<file path="src/rtl/intc_agg_pkg.sv">
package intc_agg_pkg;

    typedef enum logic {
        Q_IDLE,
        Q_ANSWER
    } qstate_e;

    // Required number of covering enable bits for source idx
    function automatic int src_need(input int idx);
        return (idx % 3) + 1;
    endfunction

    // Vector number handed out for source idx
    function automatic int src_vector(input int idx);
        return 32'h100 + 32'h10 * idx;
    endfunction

endpackage

</file>
<file path="src/rtl/intc_src_slot.sv">
module intc_src_slot #(
    parameter int NEED  = 1,
    parameter int CNT_W = 2
) (
    input  logic clk,
    input  logic rst_n,
    input  logic level,
    input  logic inc,
    input  logic dec,
    output logic pend,
    output logic rise,
    output logic fall
);
    localparam logic [CNT_W-1:0] CNT_TOP = CNT_W'(NEED);

    logic             asserted_q;
    logic [CNT_W-1:0] cnt_q;
    logic [CNT_W-1:0] cnt_n;
    logic             pend_n;

    always_comb begin
        cnt_n = cnt_q;
        if (inc && !dec && cnt_q != CNT_TOP) begin
            cnt_n = cnt_q + 1'b1;
        end else if (dec && !inc && cnt_q != '0) begin
            cnt_n = cnt_q - 1'b1;
        end
        pend_n = level && (cnt_n == CNT_TOP);
        rise   = pend_n && !pend;
        fall   = !pend_n && pend;
    end

    always_ff @(posedge clk) begin
        if (!rst_n) begin
            asserted_q <= 1'b0;
            cnt_q      <= '0;
            pend       <= 1'b0;
        end else begin
            if (level != asserted_q) begin
                asserted_q <= level;
            end
            cnt_q <= cnt_n;
            pend  <= pend_n;
        end
    end

    // the stored level is only kept for visibility of the source state
    logic unused_ok;
    assign unused_ok = asserted_q;

endmodule

</file>
<file path="src/rtl/intc_pend_tally.sv">
module intc_pend_tally #(
    parameter int N  = 8,
    parameter int CW = 4
) (
    input  logic          clk,
    input  logic          rst_n,
    input  logic [N-1:0]  rise,
    input  logic [N-1:0]  fall,
    output logic [CW-1:0] tally,
    output logic          irq
);
    logic [CW-1:0] tally_n;

    always_comb begin
        tally_n = CW'(int'(tally) + $countones(rise) - $countones(fall));
    end

    always_ff @(posedge clk) begin
        if (!rst_n) begin
            tally <= '0;
            irq   <= 1'b0;
        end else begin
            tally <= tally_n;
            if (tally == '0 && tally_n != '0) begin
                irq <= 1'b1;
            end else if (tally != '0 && tally_n == '0) begin
                irq <= 1'b0;
            end
        end
    end

endmodule

</file>
<file path="src/rtl/intc_low_pick.sv">
module intc_low_pick #(
    parameter int N     = 8,
    parameter int VEC_W = 12
) (
    input  logic [N-1:0]     pend,
    output logic             any,
    output logic [VEC_W-1:0] vec
);
    import intc_agg_pkg::*;

    logic [VEC_W-1:0] vec_tab [N];

    for (genvar g = 0; g < N; g++) begin : g_tab
        assign vec_tab[g] = VEC_W'(src_vector(g));
    end

    always_comb begin
        any = |pend;
        vec = '0;
        for (int i = N - 1; i >= 0; i--) begin
            if (pend[i]) begin
                vec = vec_tab[i];
            end
        end
    end

endmodule

</file>
<file path="src/rtl/intc_agg.sv">
module intc_agg #(
    parameter int N_SRC = 8,
    parameter int VEC_W = 12,
    parameter int EN_W  = 2
) (
    input  logic             clk,
    input  logic             rst_n,
    input  logic [N_SRC-1:0] src_level,
    input  logic [N_SRC-1:0] en_inc,
    input  logic [N_SRC-1:0] en_dec,
    input  logic [3:0]       imask,
    input  logic             query,
    output logic             irq,
    output logic             resp_ack,
    output logic             resp_valid,
    output logic [VEC_W-1:0] resp_vec
);
    import intc_agg_pkg::*;

    localparam int TW = $clog2(N_SRC + 1);

    logic [N_SRC-1:0] pend_vec;
    logic [N_SRC-1:0] rise_vec;
    logic [N_SRC-1:0] fall_vec;
    logic [TW-1:0]    pend_cnt;
    logic             pick_any;
    logic [VEC_W-1:0] pick_vec;
    qstate_e          state_q;
    qstate_e          state_n;

    for (genvar g = 0; g < N_SRC; g++) begin : g_src
        intc_src_slot #(
            .NEED  (src_need(g)),
            .CNT_W (EN_W)
        ) u_slot (
            .clk   (clk),
            .rst_n (rst_n),
            .level (src_level[g]),
            .inc   (en_inc[g]),
            .dec   (en_dec[g]),
            .pend  (pend_vec[g]),
            .rise  (rise_vec[g]),
            .fall  (fall_vec[g])
        );
    end

    intc_pend_tally #(
        .N  (N_SRC),
        .CW (TW)
    ) u_tally (
        .clk   (clk),
        .rst_n (rst_n),
        .rise  (rise_vec),
        .fall  (fall_vec),
        .tally (pend_cnt),
        .irq   (irq)
    );

    intc_low_pick #(
        .N     (N_SRC),
        .VEC_W (VEC_W)
    ) u_pick (
        .pend (pend_vec),
        .any  (pick_any),
        .vec  (pick_vec)
    );

    always_comb begin
        state_n = state_q;
        unique case (state_q)
            Q_IDLE:   if (query) state_n = Q_ANSWER;
            Q_ANSWER: state_n = Q_IDLE;
            default:  state_n = Q_IDLE;
        endcase
    end

    always_ff @(posedge clk) begin
        if (!rst_n) begin
            state_q <= Q_IDLE;
        end else begin
            state_q <= state_n;
        end
    end

    always_ff @(posedge clk) begin
        if (!rst_n) begin
            resp_ack   <= 1'b0;
            resp_valid <= 1'b0;
            resp_vec   <= '0;
        end else begin
            resp_ack <= (state_q == Q_IDLE) && query;
            if (state_q == Q_IDLE && query) begin
                resp_valid <= pick_any && (imask != 4'hF);
                resp_vec   <= (pick_any && imask != 4'hF) ? pick_vec : '0;
            end
        end
    end

endmodule

</file>
<file path="config.mk">
export PLATFORM = sky130hd
export DESIGN_NAME = intc_agg
export DESIGN_NICKNAME = d
export VERILOG_FILES = /design/src/rtl/intc_agg_pkg.sv /design/src/rtl/intc_src_slot.sv /design/src/rtl/intc_pend_tally.sv /design/src/rtl/intc_low_pick.sv /design/src/rtl/intc_agg.sv
export SDC_FILE = /design/constraint.sdc
export NUM_CORES = 1
export LEC_CHECK = 0
export ABC_AREA = 1
export BUFFER_PORTS_ARGS = -buffer_cell sky130_fd_sc_hd__buf_2
export CORE_MARGIN = 4
export CORE_UTILIZATION = 35
export CTS_BUF_LIST = sky130_fd_sc_hd__clkbuf_8
export DETAILED_ROUTE_END_ITERATION = 12
export PLACE_DENSITY = 0.64
export SYNTH_ARGS = -nofsm -noshare
export SYNTH_HDL_FRONTEND = slang
export SYNTH_SLANG_ARGS = --single-unit
</file>
<file path="constraint.sdc">
create_clock -name clk -period 5.56 [get_ports clk]
set_input_delay 0.556 -clock clk [delete_from_list [all_inputs] [get_ports clk]]
set_output_delay 0.556 -clock clk [all_outputs]
set_load 0.02 [all_outputs]
</file>
==> flow_summary.yaml <==
clocking:
  cts.clk_slew.worst_paths_ns: 0.07
  clk_latency_ns: 0.28
  clkSinkCount: 36
  cts_tree: "yes"
  cts_buffers: 5
  clk_path_buf_depth: 2
  ctsHtreeMaxLevel: 2
  clock_tree.root_cell: "clkbuf_8"
floorplan:
  placeableCoreArea_um2: 7330
  die_area_um2: 9100
  num_rows: 31
  ios: 46
  dieWidth_um: 95.4
  fp.dieH_um: 95.4
  start_util: 0.365
synthesis:
  synth-seq-area-share: 0.270
  synthFlopType: "dfxtp_1"
  synth_top_area_frac: 0.270
  yosys.area.top_type: "dfxtp_1"
  synth_compound_area_frac: 0.0318
  synthMostInstantiatedCell: "nand2_1"
  synth_area_leaders: "dfxtp_1 (27%), ha_1 (14%), nand2_1 (11%), inv_1 (10%), fa_1 (9.7%)"
  synthCells: 376
  syn_avg_cell_area_um2: 7.11
  async_flop_share: 0
  synth_area_um2: 2670
  synth_edf_count: 0
  yosysWarnings: 0
  synthAdderAreaFrac: 0.233
  synth_xor_area_frac: 0.0225
  synthMuxAreaShare: 0
  synth-simple-area-share: 0.311
  synth_top_family_by_area: "simple AND/OR/NAND/NOR gates"
  ys_types: 26
  ys_ff_latch: 36
  yosys-top-cells-count: "nand2_1 (76), inv_1 (73), nor2_1 (50)"
hold_path:
  hold_start: "u_tally.irq"
  min_path_type: "register to register"
cells_and_area:
  final_area_um2: 3160
  nNetsFinal: 494
  postLayoutCoreUtil: 0.431
  finalNonFillerCells: 520
  drive_gt1_frac: 0.214
  num-fill-cells: 740
  area_growth_pct: 18.4
  diodes: 0
grt:
  grt_start_max_net_pins: 34
  grt_pass1_vias: 2085
  grt_usage: 0.110
  grt_pass1_wl_mm: 8.09
  antenna_found_initial: 0
  grt.overflow.total: 0
sta:
  hold_viol: 0
  worst_pin_slew_ns: 1.03
  fin_crit_ns: 5.33
  slew_violations: 0
  slew_headroom: 0.310
  setup_viol: 0
  fin_skew_ns: 0.00742
  timing.final.crit_share: 0.958
  max_freq_mhz: 188
setup_path:
  cp.arrival_ns: 5.51
  path_max_fanout: 4
  worst_ep_required_time_ns: 5.74
  setup.worst_path.start: "g_src[1].u_slot.cnt_q[0]"
  crit_path_start_kind: "register"
  end_kind: "register"
  r2r-start: "g_src[1].u_slot.cnt_q[0]"
  critPathKind: "register to register"
placement:
  postPlaceCellArea_um2: 2940
  port_buffers: 37
  dp_hpwl_mm: 3.99
  gp_congestion: 0.777
  place_inst: 509
power_and_ir_drop:
  combPwrFrac: 0.563
  switching_share: 0.413
  vdd_drop_max_mv: 0.314
  pwr_density_cell_nw_per_um2: 351
  clkPwrFrac: 0.153
  p_int_w: 0.000651
  p_leak_nw: 1.63
  p_seq_frac: 0.285
  p_sw_w: 0.000459
detailed_routing:
  firstDrtPassIters: 4
  drtIter0Drc: 26
  routed_wl_mm: 5.06
  vias: 2263
  drc_errors: 0
  postRouteAntennaNets: 0
  vias_per_cell: 4.35
  wl_per_cell_um: 9.73
flow_run:
  cap_violations: 0
status:
  status: "finished clean"
[kinds of logic after synthesis]
kind of cell,count (synthesis)
fa+ha+maj,42
buf+inv,85
other cells,1
xor+xnor,6
simple gates,189
compound gates,17
flops,36
[metrics by stage]
step / total power [W] / setup slack, ns / hold WS, ns / setup TNS [ns]
2_1_floorplan: 0.000757 / 0.404 / 0.491 / 0
3_3_place_gp: 0.000856 / 0.125 / 0.436 / 0
3_5_place_dp: 0.000873 / -0.0287 / 0.440 / -0.0287
4_1_cts: 0.00106 / 0.00346 / 0.451 / 0
5_1_grt: 0.00123 / -0.0290 / 0.487 / -0.0290
6_report: 0.00111 / 0.233 / 0.446 / 0
[power groups by stage]
stage | combinational, W | sequential (W) | clock [W]
final | 0.000624 | 0.000316 | 0.000169
after global routing | 0.000722 | 0.000322 | 0.000187
after CTS | 0.000564 | 0.000315 | 0.000177
after detailed placement | 0.000553 | 0.000320 | 0
after global placement | 0.000535 | 0.000320 | 0
after floorplan | 0.000435 | 0.000323 | 0
[area by class of cell]
class / count / area, µm² / area share
multi-input cells: 262 / 1740 / 0.549
flip-flops and latches: 36 / 726 / 0.229
inverters: 74 / 278 / 0.0878
repair buffers: 42 / 223 / 0.0704
well taps: 99 / 124 / 0.0392
clock buffers: 5 / 68.8 / 0.0218
clock inverters: 2 / 8.76 / 0.00277
[critical path, stage by stage, from the launching register on]
cell	delay [ns]
dfxtp_2	0.32
inv_1	0.06
ha_1	0.19
nand3b_1	0.23
nand2_1	0.11
nand2_1	0.07
nand2_2	0.08
nand2_2	0.07
nor3_2	0.19
ha_4	0.24
fa_1	0.55
inv_2	0.04
fa_1	0.47
fa_1	0.50
fa_1	0.49
inv_1	0.05
fa_2	0.36
fa_2	0.39
xnor2_2	0.19
nand4_1	0.11
ha_1	0.32
o21ai_1	0.14
a21oi_1	0.05
[routing by layer]
layer / global-route usage / wire length, µm / vias to the layer above
met5: 0 / 0 / -
met4: 0.0320 / 57 / 0
met3: 0.0292 / 197 / 6
met2: 0.198 / 2580 / 27
met1: 0.129 / 2230 / 1007
li1: - / - / 1223
[placed cells by master, fill, tap and decap left out]
cell type / count
inv_1: 69
nand2_1: 68
nor2_1: 46
buf_2: 37
dfxtp_1: 32
ha_1: 26
nand3_1: 25
a21oi_1: 13
fa_1: 11
nand3b_1: 10
nand2_2: 10
conb_1: 8
nor2_2: 7
nor3_1: 7
inv_2: 6
clkbuf_8: 5
buf_4: 5
nand3_2: 4
dfxtp_2: 4
or2_0: 3
nand4_1: 3
nor3_2: 2
o21ai_0: 2
o21ai_1: 2
xor2_1: 2
xnor2_1: 2
fa_2: 2
ha_2: 2
nor3_4: 1
nor2_4: 1
or2_1: 1
xor2_2: 1
xnor2_2: 1
nor4_1: 1
ha_4: 1
clkinv_2: 1
[flip-flops by register name, indices dropped and copies added (netlist names)]
signal              flops
g_src.u_slot.cnt_q     16
g_src.u_slot.pend       8
resp_ack                1
resp_valid              1
resp_vec                4
state_q                 1
u_tally.irq             1
u_tally.tally           4
[timing repair]
item	in CTS	in global routing
hold buffers	0	0
pin swaps	0	30
setup buffers	0	4
setup endpoints to repair	1	1
gates cloned	0	0
gates resized for setup	1	36
[final timing paths]
path / slack [ns] / to / cells after the start
worst max-delay path: 0.23 / u_tally.irq / 22
worst min-delay path: 0.45 / u_tally.irq / 2
worst max register to register: 0.23 / u_tally.irq / 22
worst min register to register: 0.45 / u_tally.irq / 2
Note: power is estimated with default switching activity, not from simulation.
